===== src/rtl/pt_walker_pkg.sv =====
package pt_walker_pkg;
  localparam int PTE_V_BIT   = 0;
  localparam int PTE_R_BIT   = 1;
  localparam int PTE_W_BIT   = 2;
  localparam int PTE_X_BIT   = 3;
  localparam int PTE_K_BIT   = 4;
  localparam int PTE_PPN_LSB = 13;
  localparam int ENTRY_SHIFT = 2;

  typedef enum logic [1:0] {ACC_READ = 2'd0, ACC_WRITE = 2'd1, ACC_EXEC = 2'd2} acc_e;
  typedef enum logic [1:0] {FLT_NONE = 2'd0, FLT_PAGE = 2'd1, FLT_PROT = 2'd2} fault_e;
  typedef enum logic [2:0] {
    S_IDLE, S_L1_REQ, S_L1_WAIT, S_L2_REQ, S_L2_WAIT, S_DONE
  } walk_state_e;
endpackage


===== src/rtl/pt_entry_addr.sv =====
module pt_entry_addr #(
  parameter int PA_W  = 28,
  parameter int IDX_W = 8
) (
  input  logic [PA_W-1:0]  base_i,
  input  logic [IDX_W-1:0] idx_i,
  output logic [PA_W-1:0]  addr_o
);
  import pt_walker_pkg::*;
  logic [PA_W-1:0] idx_ext;
  always_comb begin
    idx_ext = PA_W'(idx_i);
    addr_o  = base_i + (idx_ext << ENTRY_SHIFT);
  end
endmodule


===== src/rtl/pt_leaf_chk.sv =====
module pt_leaf_chk #(
  parameter int PTE_W = 32
) (
  input  logic [PTE_W-1:0] pte_i,
  input  logic [1:0]       acc_i,
  input  logic             user_i,
  output logic [1:0]       fault_o
);
  import pt_walker_pkg::*;
  logic perm_ok;
  always_comb begin
    unique case (acc_e'(acc_i))
      ACC_READ:  perm_ok = pte_i[PTE_R_BIT];
      ACC_WRITE: perm_ok = pte_i[PTE_W_BIT];
      ACC_EXEC:  perm_ok = pte_i[PTE_X_BIT];
      default:   perm_ok = 1'b0;
    endcase
    // presence wins over permission
    if (!pte_i[PTE_V_BIT])                          fault_o = FLT_PAGE;
    else if (!perm_ok || (user_i && pte_i[PTE_K_BIT])) fault_o = FLT_PROT;
    else                                            fault_o = FLT_NONE;
  end
endmodule


===== src/rtl/pt_walker.sv =====
module pt_walker #(
  parameter int VA_W     = 32,
  parameter int PA_W     = 28,
  parameter int OFF_W    = 13,
  parameter int L2_IDX_W = 11,
  parameter int PTE_W    = 32
) (
  input  logic             clk_i,
  input  logic             rst_ni,
  input  logic             req_valid_i,
  input  logic [VA_W-1:0]  req_vaddr_i,
  input  logic [1:0]       req_acc_i,
  input  logic             req_user_i,
  input  logic [PA_W-1:0]  root_base_i,
  output logic             ready_o,
  output logic             mem_req_o,
  output logic [PA_W-1:0]  mem_addr_o,
  input  logic             mem_rvalid_i,
  input  logic [PTE_W-1:0] mem_rdata_i,
  output logic             done_o,
  output logic [1:0]       fault_o,
  output logic [PA_W-1:0]  paddr_o
);
  import pt_walker_pkg::*;
  localparam int PPN_W    = PA_W - OFF_W;
  localparam int L1_IDX_W = VA_W - OFF_W - L2_IDX_W;

  walk_state_e      state_q;
  logic [VA_W-1:0]  va_q;
  logic [1:0]       acc_q;
  logic             user_q;
  logic [PA_W-1:0]  root_q;
  logic [PPN_W-1:0] l2_ppn_q;
  logic [1:0]       fault_q;
  logic [PA_W-1:0]  paddr_q;
  logic [PA_W-1:0]  l1_addr, l2_addr, l2_base;
  logic [1:0]       leaf_fault;
  logic [PPN_W-1:0] rd_ppn;

  assign l2_base = {l2_ppn_q, {OFF_W{1'b0}}};
  assign rd_ppn  = mem_rdata_i[PTE_PPN_LSB +: PPN_W];

  pt_entry_addr #(.PA_W(PA_W), .IDX_W(L1_IDX_W)) u_l1_addr (
    .base_i(root_q), .idx_i(va_q[VA_W-1 -: L1_IDX_W]), .addr_o(l1_addr));

  pt_entry_addr #(.PA_W(PA_W), .IDX_W(L2_IDX_W)) u_l2_addr (
    .base_i(l2_base), .idx_i(va_q[OFF_W +: L2_IDX_W]), .addr_o(l2_addr));

  pt_leaf_chk #(.PTE_W(PTE_W)) u_leaf_chk (
    .pte_i(mem_rdata_i), .acc_i(acc_q), .user_i(user_q), .fault_o(leaf_fault));

  always_ff @(posedge clk_i or negedge rst_ni) begin
    if (!rst_ni) begin
      state_q  <= S_IDLE;
      va_q     <= '0;
      acc_q    <= '0;
      user_q   <= 1'b0;
      root_q   <= '0;
      l2_ppn_q <= '0;
      fault_q  <= FLT_NONE;
      paddr_q  <= '0;
    end else begin
      unique case (state_q)
        S_IDLE: if (req_valid_i) begin
          va_q    <= req_vaddr_i;
          acc_q   <= req_acc_i;
          user_q  <= req_user_i;
          root_q  <= root_base_i;
          state_q <= S_L1_REQ;
        end
        S_L1_REQ: state_q <= S_L1_WAIT;
        S_L1_WAIT: if (mem_rvalid_i) begin
          if (!mem_rdata_i[PTE_V_BIT]) begin
            fault_q <= FLT_PAGE;
            paddr_q <= '0;
            state_q <= S_DONE;
          end else begin
            l2_ppn_q <= rd_ppn;
            state_q  <= S_L2_REQ;
          end
        end
        S_L2_REQ: state_q <= S_L2_WAIT;
        S_L2_WAIT: if (mem_rvalid_i) begin
          fault_q <= leaf_fault;
          paddr_q <= (leaf_fault == FLT_NONE) ? {rd_ppn, va_q[OFF_W-1:0]} : '0;
          state_q <= S_DONE;
        end
        S_DONE:  state_q <= S_IDLE;
        default: state_q <= S_IDLE;
      endcase
    end
  end

  assign ready_o    = (state_q == S_IDLE);
  assign mem_req_o  = (state_q == S_L1_REQ) || (state_q == S_L2_REQ);
  assign mem_addr_o = (state_q == S_L2_REQ || state_q == S_L2_WAIT) ? l2_addr : l1_addr;
  assign done_o     = (state_q == S_DONE);
  assign fault_o    = fault_q;
  assign paddr_o    = paddr_q;


  accept_req_chk: assert property (@(posedge clk_i) disable iff (!rst_ni)
    ready_o && req_valid_i |=> mem_req_o && !ready_o);

  req_pulse_chk: assert property (@(posedge clk_i) disable iff (!rst_ni)
    mem_req_o |=> !mem_req_o);

  done_pulse_chk: assert property (@(posedge clk_i) disable iff (!rst_ni)
    done_o |=> !done_o && ready_o);

  done_after_rsp_chk: assert property (@(posedge clk_i) disable iff (!rst_ni)
    done_o |-> $past(mem_rvalid_i));

  fault_paddr_chk: assert property (@(posedge clk_i) disable iff (!rst_ni)
    done_o && fault_o != 2'd0 |-> paddr_o == '0);

  busy_hold_chk: assert property (@(posedge clk_i) disable iff (!rst_ni)
    !ready_o && !done_o |=> $stable(va_q));
endmodule


===== config.mk =====
export PLATFORM = sky130hd
export DESIGN_NAME = pt_walker
export DESIGN_NICKNAME = d
export VERILOG_FILES = /design/src/rtl/pt_walker_pkg.sv /design/src/rtl/pt_entry_addr.sv /design/src/rtl/pt_leaf_chk.sv /design/src/rtl/pt_walker.sv
export SDC_FILE = /design/constraint.sdc
export NUM_CORES = 1
export LEC_CHECK = 0
export ABC_AREA = 0
export ABC_CLOCK_PERIOD_IN_PS = 3440
export BUFFER_PORTS_ARGS = -buffer_cell sky130_fd_sc_hd__buf_2
export CORE_MARGIN = 2
export CORE_UTILIZATION = 35
export CTS_CLUSTER_DIAMETER = 200
export DETAILED_ROUTE_END_ITERATION = 7
export HOLD_SLACK_MARGIN = 0.12
export PLACE_DENSITY_LB_ADDON = 0.12
export SETUP_SLACK_MARGIN = 0.15
export SLEW_MARGIN = 25
export SYNTH_ARGS = -nofsm -noshare
export SYNTH_HDL_FRONTEND = slang
export SYNTH_SLANG_ARGS = --single-unit

===== constraint.sdc =====
create_clock -name clk_i -period 3.44 [get_ports clk_i]
set_input_delay 0.516 -clock clk_i [delete_from_list [all_inputs] [get_ports clk_i]]
set_output_delay 0.516 -clock clk_i [all_outputs]
set_load 0.05 [all_outputs]

==> results.md <==
* Setup WS post-layout at 0.231 ns
* Vias at 4028
* Largest net degree at the start of global routing at 66
* Initial antenna violation count at 1
* Slew Viols, Final at 0
* Synth Cell Area at 5270 um^2
* Max-Cap Viols at 0
* CTS tree: yes
* Post-DRT Antenna Nets at 0
* Crit Reg-Reg Startpoint: state_q[0]$_DFFE_PN0P_
* Layout area overhead at 27.6%
* Most frequent cells in the layout: buf_2 (134), dfrtp_1 (111), mux2_2 (74)
* Mapped Cells at 448
* Worst stage delay on the critical path at 0.51 ns
* Element type at the critical path start: flop
* Setup slack after placement at 0.273 ns
* Setup violators final at 0
* Unrepaired setup endpoints after global routing: yes
* Worst-path maximum fanout at 8
* Root buffer cell: clkbuf_16
* Core ar. at 14600 um^2
* Metal1 wirelength at 5.88 mm
* Yosys top cell area share at 0.527
* Worst EP required at 2.92 ns
* DRC violation count after routing at 0
* Measured slew at the worst slew-check pin at 0.632 ns
* Synth warn at 0
* Met2 Routed Length at 6.23 mm
* # diodes at 0
* Clock latency at the later pin of the worst-skew pair at 0.36 ns
* Ratio of cells with drive above 1 in the final layout at 0.470
* CP startpoint: root_q[5]$_DFFE_PN0P_
* Design area at 6730 um^2
* Clk_skew at 0.00543 ns
* Clock slew at the register clock pins of the worst setup and hold paths at 0.07 ns
* Setup crit end kind: output pin
* EDFF count, synth at 0
* GPL Wtd Cong at 0.790
* Fmax at 312 MHz
* Worst Path Arrival at 2.69 ns
* CTS Hold Bufs at 0
* Commonest non-fill, non-tap cell in the layout: buf_2
* Die ar. at 16100 um^2
* Synth Register Bits at 111
* Vias/cell at 5.12
* Tot GR Track Use at 0.167
* Async set-reset flop share out of synthesis at 1.00
* Synth top area cells: dfrtp_1 (53%), mux2_2 (16%), a22o_1 (5.0%), nand2_1 (2.3%), o21ai_0 (2.0%)
* NumNets Final at 705
* CTS Buf Count at 9
* Area post-placement at 6270 um^2
* H-Tree Depth at 3
* Sequential fraction of the synthesis area at 0.527
* Min Tclk post-route at 3.21 ns
* Die Wd at 127 um
* Port bufs at 147
* Boundary pin count at 160
* Initial detailed-routing violation count at 173
* Total global routing overflow at 0
* Vias in the first global route at 4003
* Post-synth top area cell: dfrtp_1
* Metal3 WL at 780 um
* Highest metal layer with signal wires: met4
* Unique cell type count in the Yosys netlist at 53
* Status: completed
* First-pass GRT wire length at 21.3 mm
* Syn_nets at 556
* Wirelength, routed at 13.0 mm
* Critical path class: flop to output pin
* Clk sinks at 111
* Critical path's slowest cell: or4_1
* Ys flop type: dfrtp_1
* Initial Util at 0.360
* Hold Slack at 0.160 ns
* Die H at 127 um
* Slew HR at 0.579
* Maximum root-to-sink buffer count at 2
* Pre-Repair DR Iteration Count at 4
* Synth Area per Inst at 11.8 um^2
* Setup TNS at 0 ns
* Crit-path cells: ha_1 -> o21ai_1 -> o21ai_2 -> a211oi_2 -> buf_4 -> or4_1 -> a31oi_2 -> buf_6
* Row Count at 44
* Worst hold-check path type: input port to asynchronous set/reset pin
* DR WL/cell at 16.6 um
* DPL Wire Length at 9.40 mm
* Fin crit share at 0.933
* Final-layout fill cell count at 1398
* Fin. Hold Viols at 0
==> layer usage <==
metal  global-route usage  vias to the layer above
met5                    0                        -
met4               0.0465                        0
met3               0.0510                        9
met2                0.268                      101
met1                0.221                     1952
li1                     -                     1966
==> worst max-delay path, delay by kind of cell, from the launching register on <==
family	cells	cell delay, ns
compound gates	4	0.68
fa+ha+maj	1	0.37
buf+inv	2	0.37
flops	1	0.39
simple gates	1	0.51
==> cell usage after synthesis, types with 2 or more instances <==
master and n:
dfrtp_1 111, mux2_2 74, nand2_1 33, a22o_1 30, nor2_1 24, o21ai_0 21
buf_2 15, a31oi_1 13, inv_1 10, clkbuf_1 9, ha_1 8, a21oi_1 7
nand3_1 7, o31ai_1 7, or3_1 7, o211ai_1 6, or4_1 6, nand4_1 5
a21o_1 3, and2_1 3, and3_1 3, mux2i_1 3, nand3b_1 3, a211oi_1 2
a31o_2 2, buf_6 2, nand2b_1 2, nor3_1 2, o2111ai_1 2, o21a_1 2
o21ai_1 2, xnor2_1 2, xor2_1 2
==> stage by stage <==
stage | std cells | utilization
after floorplan | 448 | -
after global placement | 763 | 0.428
after detailed placement | 763 | 0.428
after CTS | 781 | 0.453
after global routing | 786 | 0.459
final | 786 | 0.459
==> cell type report <==
class | instances | area (um^2) | share of cell area
flip-flops and latches | 111 | 2780 | 0.413
multi-input cells | 300 | 2430 | 0.362
repair buffers | 165 | 955 | 0.142
clock buffers | 11 | 243 | 0.0361
well taps | 184 | 230 | 0.0342
clock inverters | 5 | 51.3 | 0.00763
inverters | 10 | 37.5 | 0.00558
==> cell families (layout without fill, tap and decap cells) <==
logic type,Yosys count,after routing,share of synthesized area
flops,111,111,0.527
compound gates,105,105,0.145
simple gates,105,105,0.103
mux,77,77,0.164
buf+inv,37,191,0.0327
fa+ha+maj,9,9,0.0228
xor+xnor,4,4,0.00664
==> final timing paths <==
| kind | endpoint | slack (ns) | cells after the start |
|---|---|---|---|
| max in group asynchronous | root_q[22]$_DFFE_PN0P_ | 2.50 | 2 |
| setup reg to reg | va_q[17]$_DFFE_PN0P_ | 1.19 | 4 |
| min in group clk_i | root_q[17]$_DFFE_PN0P_ | 0.37 | 3 |
| hold reg to reg | paddr_o[8]$_DFFE_PN0P_ | 0.49 | 1 |
| setup / recovery | mem_addr_o[14] | 0.23 | 8 |
| hold / removal | va_q[2]$_DFFE_PN0P_ | 0.16 | 1 |
==> flip-flops by register name, summed over array words and instances, names as in the netlist <==
register  count
l2_ppn_q     15
root_q       28
va_q         32
fault_o       2
state_q       3
acc_q         2
user_q        1
paddr_o      28
==> repair_timing <==
action                                  in CTS  in global routing
gates resized for setup                     20                 17
setup buffers                                1                  5
cloned                                       1                  0
pin swaps                                    3                  3
endpoints found under the setup margin      11                 16
Power is left out: the tool's default activity adds up to more than one toggle a clock period on the data nets, which glitch-free logic cannot reach.
